===== src/rtl/revseg_display.sv =====
module revseg_display #(
  parameter int START_MIN   = 2,
  parameter int SEC_PER_MIN = 60
) (
  input  logic [7:0] lo_bin,
  input  logic [7:0] hi_bin,
  input  logic       count_down,
  output logic [6:0] seg_hi_tens,
  output logic [6:0] seg_hi_units,
  output logic [6:0] seg_lo_tens,
  output logic [6:0] seg_lo_units
);

  localparam logic [7:0] START_HI = 8'(START_MIN);
  localparam logic [7:0] SEC_WRAP = 8'(SEC_PER_MIN);
  localparam logic [6:0] DASH     = 7'b0111111;

  function automatic logic [11:0] dabble(input logic [7:0] b);
    logic [19:0] s;
    s = {12'd0, b};
    for (int i = 0; i < 8; i++) begin
      if (s[11:8]  >= 4'd5) s[11:8]  = s[11:8]  + 4'd3;
      if (s[15:12] >= 4'd5) s[15:12] = s[15:12] + 4'd3;
      if (s[19:16] >= 4'd5) s[19:16] = s[19:16] + 4'd3;
      s = s << 1;
    end
    return s[19:8];
  endfunction

  function automatic logic [6:0] seg_of(input logic [3:0] d);
    case (d)
      4'd0: seg_of = 7'b1000000;
      4'd1: seg_of = 7'b1111001;
      4'd2: seg_of = 7'b0100100;
      4'd3: seg_of = 7'b0110000;
      4'd4: seg_of = 7'b0011001;
      4'd5: seg_of = 7'b0010010;
      4'd6: seg_of = 7'b0000010;
      4'd7: seg_of = 7'b1111000;
      4'd8: seg_of = 7'b0000000;
      4'd9: seg_of = 7'b0010000;
      default: seg_of = 7'b1111111;
    endcase
  endfunction

  logic       lo_zero;
  logic [7:0] lo_rev, hi_rev;
  logic [11:0] lo_bcd, hi_bcd;

  assign lo_zero = (lo_bin == 8'd0);
  assign lo_rev  = !count_down ? lo_bin : (lo_zero ? 8'd0 : SEC_WRAP - lo_bin);
  assign hi_rev  = !count_down ? hi_bin : ((lo_zero ? START_HI : START_HI - 8'd1) - hi_bin);

  assign lo_bcd = dabble(lo_rev);
  assign hi_bcd = dabble(hi_rev);

  assign seg_lo_tens  = (lo_bcd[11:8] != 4'd0) ? DASH : seg_of(lo_bcd[7:4]);
  assign seg_lo_units = (lo_bcd[11:8] != 4'd0) ? DASH : seg_of(lo_bcd[3:0]);
  assign seg_hi_tens  = (hi_bcd[11:8] != 4'd0) ? DASH : seg_of(hi_bcd[7:4]);
  assign seg_hi_units = (hi_bcd[11:8] != 4'd0) ? DASH : seg_of(hi_bcd[3:0]);

  function automatic logic legal(input logic [6:0] s);
    legal = (s == DASH);
    for (int d = 0; d < 10; d++) if (s == seg_of(4'(d))) legal = 1'b1;
  endfunction

  always_comb begin
    p_legal_code_r6: assert (legal(seg_hi_tens) && legal(seg_hi_units) &&
                             legal(seg_lo_tens) && legal(seg_lo_units));
    p_dash_pair_r5: assert (((seg_lo_tens == DASH) == (seg_lo_units == DASH)) &&
                            ((seg_hi_tens == DASH) == (seg_hi_units == DASH)));
    if (!count_down && lo_bin <= 8'd99)
      p_up_units_r1: assert (seg_lo_units == seg_of(4'(lo_bin % 8'd10)) &&
                             seg_lo_tens == seg_of(4'(lo_bin / 8'd10)));
    if (count_down && lo_zero)
      p_lo_zero_r2: assert (seg_lo_tens == 7'b1000000 && seg_lo_units == 7'b1000000);
    if (count_down && lo_zero && hi_bin == 8'd0)
      p_start_reads_0200_r4: assert (seg_hi_tens == 7'b1000000 && seg_hi_units == 7'b0100100);
  end

endmodule


===== config.mk =====
export PLATFORM = sky130hd
export DESIGN_NAME = revseg_display
export DESIGN_NICKNAME = d
export VERILOG_FILES = /design/src/rtl/revseg_display.sv
export SDC_FILE = /design/constraint.sdc
export NUM_CORES = 1
export LEC_CHECK = 0
export BUFFER_PORTS_ARGS = -buffer_cell sky130_fd_sc_hd__buf_2
export CAP_MARGIN = 20
export CORE_MARGIN = 3
export CORE_UTILIZATION = 30
export DETAILED_ROUTE_END_ITERATION = 16
export PLACE_DENSITY = 0.49
export SETUP_SLACK_MARGIN = 0.02
export SLEW_MARGIN = 20
export SYNTH_ARGS = -nofsm -noshare
export SYNTH_HDL_FRONTEND = slang
export SYNTH_SLANG_ARGS = --single-unit

===== constraint.sdc =====
create_clock -name vclk -period 16.22
set_input_delay 3.244 -clock vclk [all_inputs]
set_output_delay 3.244 -clock vclk [all_outputs]
set_load 0.05 [all_outputs]

# ---- Word level (Yosys, flattened, before mapping)
# Memory sizes are Yosys's and may differ from the RTL's.
# Cells that the tools add are included.
dict set report totals {
  reg_bits 0
  rom_bits 448
  in_bits 17
  out_inout_bits 28
  word_cells 125
  memories 4
}
# memory depth word_bits rd rd_ports_with_merged_regs write_ports line
set memory_table {}
lappend memory_table {{(no name shown)} 16 7 1 0 0 31} ;# case (d)
lappend memory_table {{(no name shown)} 16 7 1 0 0 31}
lappend memory_table {{(no name shown)} 16 7 1 0 0 31}
lappend memory_table {{(no name shown)} 16 7 1 0 0 31}
dict set report op_classes {
  addsub 38
  n_lt_le_gt_ge 36
  n_mux 44
  n_reduce_logical 3
}
# op n
set op_table {}
lappend op_table {{>= comparator 4 x 3 -> 1 bit (second input constant)} 30}
lappend op_table {{2-to-1 mux 4 bit} 25}
lappend op_table {{adder 4 x 2 -> 4 bit (second input constant)} 22}
lappend op_table {{2-to-1 mux 3 bit} 11}
lappend op_table {{2-to-1 mux 7 bit} 4}
lappend op_table {{adder 3 x 2 -> 3 bit (second input constant)} 8}
lappend op_table {{2-to-1 mux 8 bit} 3}
lappend op_table {{adder 1 x 2 -> 3 bit (second input constant)} 5}
lappend op_table {{>= comparator 1 x 3 -> 1 bit (second input constant)} 5}
lappend op_table {{logical NOT 8 bit} 1}
lappend op_table {{nonzero test 4 bit} 2}
lappend op_table {{subtractor 2 x 8 -> 8 bit} 1}
lappend op_table {{subtractor 6 x 8 -> 8 bit (first input constant)} 1}
lappend op_table {{adder 1 x 2 -> 3 bit (both inputs constant)} 1}
lappend op_table {{>= comparator 1 x 3 -> 1 bit (both inputs constant)} 1}
lappend op_table {{2-to-1 mux 2 bit} 1}

# ---- Logic depth before layout (Yosys ltp)
dict set report logic_depth {
  ltp_word 20
  ltp_mapped 45
  depth_no_buf 43
}

# ---- Worst setup path after synthesis
# Ideal clock, no wire load.
dict set report synth_timing {
  path_type {in2out}
  startpoint {input lo_bin[3]}
  endpoint {output seg_hi_units[1]}
  arrival_ns 11.787
  required_ns 12.976
  path_slack_ns 1.189
  stages 38
  n_path_buf 2
  cell_sequence {nor4_1 > and3_1 > clkbuf_1 > ha_1 > inv_1 > fa_1 > nand2b_1 > o21ai_4 > xnor2_1 > nand2_1 > ha_1 > clkbuf_1 > nor2_1 > a31oi_1 > ha_1 > nand3b_1 > a31oi_1 > a31oi_1 > (+2 left out) > xnor2_1 > inv_1 > ha_1 > nand2b_1 > and3_1 > nor2_1 > xnor2_1 > inv_1 > ha_1 > nor2b_1 > o31ai_2 > mux2_2 > nor2_1 > nor2_1 > a31o_2 > ha_1 > a21oi_1 > o311ai_0}
}
dict set report synth_between {
  elab_chain_cells 20
  word_cells_on_any_way 55
  classes_between {add/sub (17); order compare (16); mux (19); reduce/logical (2); memory (1)}
}
# item line
set synth_lines {}
lappend synth_lines {{start, declared} 5} ;# input logic [7:0] lo_bin,
lappend synth_lines {{logical NOT 8 bit *} 50} ;# assign lo_zero = (lo_bin == 8'd0);
lappend synth_lines {{2-to-1 mux 2 bit *} 52} ;# assign hi_rev = !count_down ? hi_bin : ((lo_zero ? START_HI : START_HI - 8'd1) - hi_bin);
lappend synth_lines {{subtractor 2 x 8 -> 8 bit *} 52}
lappend synth_lines {{2-to-1 mux 8 bit *} 52}
lappend synth_lines {{>= comparator 1 x 3 -> 1 bit / adder 1 x 2 -> 3 bit (equally long branches)} 22} ;# if (s[11:8] >= 4'd5) s[11:8] = s[11:8] + 4'd3;
lappend synth_lines {{2-to-1 mux 4 bit} 22}
lappend synth_lines {{adder 4 x 2 -> 4 bit / >= comparator 4 x 3 -> 1 bit (equally long branches)} 22}
lappend synth_lines {{2-to-1 mux 4 bit} 22}
lappend synth_lines {{(+4 left out)} --}
lappend synth_lines {{adder 4 x 2 -> 4 bit (tied with other cells)} 22}
lappend synth_lines {{2-to-1 mux 4 bit (tied with other cells)} 22}
lappend synth_lines {{adder 4 x 2 -> 4 bit (tied with other cells)} 22}
lappend synth_lines {{2-to-1 mux 4 bit (tied with other cells)} 22}
lappend synth_lines {{>= comparator 4 x 3 -> 1 bit (tied with other cells)} 22}
lappend synth_lines {{2-to-1 mux 4 bit (tied with other cells)} 22}
lappend synth_lines {{memory read (16 x 7 bit) / nonzero test 4 bit (equally long branches)} --}
lappend synth_lines {{2-to-1 mux 7 bit *} 60} ;# assign seg_hi_units = (hi_bcd[11:8] != 4'd0) ? DASH : seg_of(hi_bcd[3:0]);
lappend synth_lines {{end, declared} 9} ;# output logic [6:0] seg_hi_units,
# Every way passes the cells marked *; elsewhere a longest branch is shown, timed or not.

# ---- Worst setup path in the final report
dict set report layout_timing {
  startpoint {input lo_bin[3]}
  endpoint {output seg_hi_tens[6]}
}
dict set report layout_between {
  elab_chain_cells 20
  word_cells_on_any_way 55
  classes_between {add/sub (17); order compare (16); mux (19); reduce/logical (2); memory (1)}
}
# item line
set layout_lines {}
lappend layout_lines {{logical NOT 8 bit *} 50}
lappend layout_lines {{2-to-1 mux 2 bit *} 52}
lappend layout_lines {{subtractor 2 x 8 -> 8 bit *} 52}
lappend layout_lines {{2-to-1 mux 8 bit *} 52}
lappend layout_lines {{>= comparator 1 x 3 -> 1 bit / adder 1 x 2 -> 3 bit (equally long branches)} 22}
lappend layout_lines {{2-to-1 mux 4 bit} 22}
lappend layout_lines {{adder 4 x 2 -> 4 bit / >= comparator 4 x 3 -> 1 bit (equally long branches)} 22}
lappend layout_lines {{2-to-1 mux 4 bit} 22}
lappend layout_lines {{(+4 left out)} --}
lappend layout_lines {{adder 4 x 2 -> 4 bit (tied with other cells)} 23} ;# if (s[15:12] >= 4'd5) s[15:12] = s[15:12] + 4'd3;
lappend layout_lines {{2-to-1 mux 4 bit (tied with other cells)} 23}
lappend layout_lines {{adder 4 x 2 -> 4 bit (tied with other cells)} 23}
lappend layout_lines {{2-to-1 mux 4 bit (tied with other cells)} 23}
lappend layout_lines {{adder 4 x 2 -> 4 bit (tied with other cells)} 23}
lappend layout_lines {{2-to-1 mux 4 bit (tied with other cells)} 23}
lappend layout_lines {{memory read (16 x 7 bit) / nonzero test 4 bit (equally long branches)} --}
lappend layout_lines {{2-to-1 mux 7 bit *} 59} ;# assign seg_hi_tens = (hi_bcd[11:8] != 4'd0) ? DASH : seg_of(hi_bcd[7:4]);
lappend layout_lines {{end, declared} 8} ;# output logic [6:0] seg_hi_tens,
# Marks and branches as above.

==> flow_metrics.tcl <==
set metrics [dict create \
    dieHeight_um 116 \
    antenna_found_initial 1 \
    synth_top_cell_by_area "ha_1" \
    vias 3879 \
    cts_setup_buffers 0 \
    drc_errors 0 \
    via_per_inst 5.60 \
    drive_gt1_share_pct 16.2 \
    placementRows 39 \
    netlist_instances 522 \
    ys_seq_area_share_pct 0 \
    io_buffers 45 \
    grt-ovfl-total 0 \
    initial_core_util_pct 31.3 \
    rsz0062_at_grt "false" \
    syn_nets 581 \
    maxSlewHeadroom_pct 35.1 \
    wire_per_inst_um 14.0 \
    hpwl_um 7840 \
    grt_max_degree 28 \
    antenna_cells 0 \
    finalHoldViolCount 0 \
    tns_ps 0 \
    core_mm2 0.0117 \
    period_share_pct 93.1 \
    nClkBuffers 0 \
    ys_types 85 \
    path_common_cell "ha_1" \
    grt_pass1_vias 3616 \
    yosysWarningCount 0 \
    grt_pass1_wl_um 16500 \
    design.die.area_mm2 0.0135 \
    cp_max_fo 12 \
    setup_viol 0 \
    critical_path_required_ps 12980 \
    cp-end-kind "output port" \
    io_pins 45 \
    syn_area_mm2 0.00365 \
    holdBufCountCts 0 \
    detail-route-antenna-nets 0 \
    max_stage_delay_ps 710 \
    crit_path_start_kind "input port" \
    drt_first_pass_iters 6 \
    cpMaxStageDelayCell "mux2i_1" \
    finalMaxSlewViolations 0 \
    cp.arrival_ps 11860 \
    gp_congestion 0.885 \
    die_w_um 116 \
    yosys-top-cells-area "ha_1, mux2i_1, o21ai_0" \
    fmax_mhz 66.2 \
    regArea_um2 0 \
    synth_area_per_cell_um2 7.00 \
    synth_top_area_share_pct 14.0 \
    wl_um 9670 \
    hp-class "input port to output port" \
    drt_iter0_markers 187 \
    seq_cell_count 0 \
    min_period_ps 15100 \
    grt_usage_pct 14.0 \
    cts-resized-gates 0 \
    area_delta_synth_final_pct 8.63 \
    nets 611 \
    outcome "finished clean" \
    worst_pin_slew_ps 946 \
    maxCapViolations 0 \
    fillers 1245 \
    critPathKind "input port to output port" \
]
[kinds of logic after synthesis]
group                      after synthesis  share of synthesized area [%]
and+or+nand+nor                        175                           25.9
buffers and inverters                   71                           8.29
adders and majority gates               42                           14.6
xor gates and xnor gates                26                           6.75
muxes                                   26                           7.30
AOI/OAI and AO/OA                      182                           37.2
[worst max-delay path: cells and delay by family]
| family | cells | cell delay [ps] |
|---|---|---|
| simple gates | 12 | 2240 |
| fa+ha+maj | 7 | 1980 |
| compound gates | 8 | 1650 |
| xor+xnor | 4 | 1140 |
| buf+inv | 7 | 890 |
| mux | 1 | 710 |
[path summary, 6_finish.rpt]
| path | startpoint | end | slack [ps] | cells past startpoint |
|---|---|---|---|---|
| min | lo_bin[0] | seg_lo_units[1] | 7240 | 5 |
| max | lo_bin[3] | seg_hi_tens[6] | 1120 | 39 |
[Yosys cell counts, drive strengths merged, types with 5 or more instances]
cell type / n
o31ai: 9
xnor2: 22
ha: 41
and2: 5
o22ai: 5
a211o: 6
nor2: 42
o21ai: 43
o211ai: 10
nand4: 6
inv: 50
a21o: 5
mux2i: 21
a211oi: 15
nand2: 40
buf: 12
nor3: 14
a31oi: 8
and3: 5
o21a: 7
a21oi: 35
clkbuf: 8
nand3: 16
nor2b: 7
nand2b: 16
a21boi: 5
mux2: 5
[cells in the final DEF (no fill, tap or decap), types with 3 or more instances in the layout]
cell and instances:
nor3_1 13, o211a_1 3, o31ai_2 3, o211ai_1 9, a211o_1 6, nand3_1 16
o22ai_1 5, o311ai_0 4, a31oi_1 6, o21ai_1 3, a21boi_0 4, and2_1 3
inv_1 49, a32oi_1 3, nand2_1 40, o2111ai_1 3, ha_1 41, xor2_1 4
xnor2_1 21, a21o_1 5, o21a_1 7, nand4_1 5, mux2_2 5, nor2_1 41
a21oi_1 34, mux2i_1 21, nor2b_1 7, o21ai_0 39, buf_2 45, nand2b_1 16
nand3b_1 4, buf_4 3, a211oi_1 12, o31ai_1 6, and3_1 5
[routing by layer]
metal,track usage [%],share of wire [%]
met2,25.5,48
met5,0,0.13
met1,18.6,47
met4,1.01,0.63
met3,1.19,4.4
[per-stage QoR]
stage          worst slack, ps  hold slack, ps  area (um^2)  cells  utilization [%]
2_1_floorplan             1190            7050         3650    522                -
3_3_place_gp              1500            7240         3970    693             34.0
3_5_place_dp              1180            7230         3970    693             34.0
4_1_cts                   1150            7230         3970    693             34.0
5_1_grt                    127            7310         3970    693             34.0
6_report                  1120            7240         3970    693             34.0
[final cells by class]
type,instances,area [um^2],share of cell area [%]
timing repair buffer,48,248,6.24
inverter,51,191,4.82
tap,143,179,4.51
multi-input combinational,451,3350,84.4
Power is left out: the tool's default activity adds up to more than one toggle a clock period on the data nets, which glitch-free logic cannot reach.
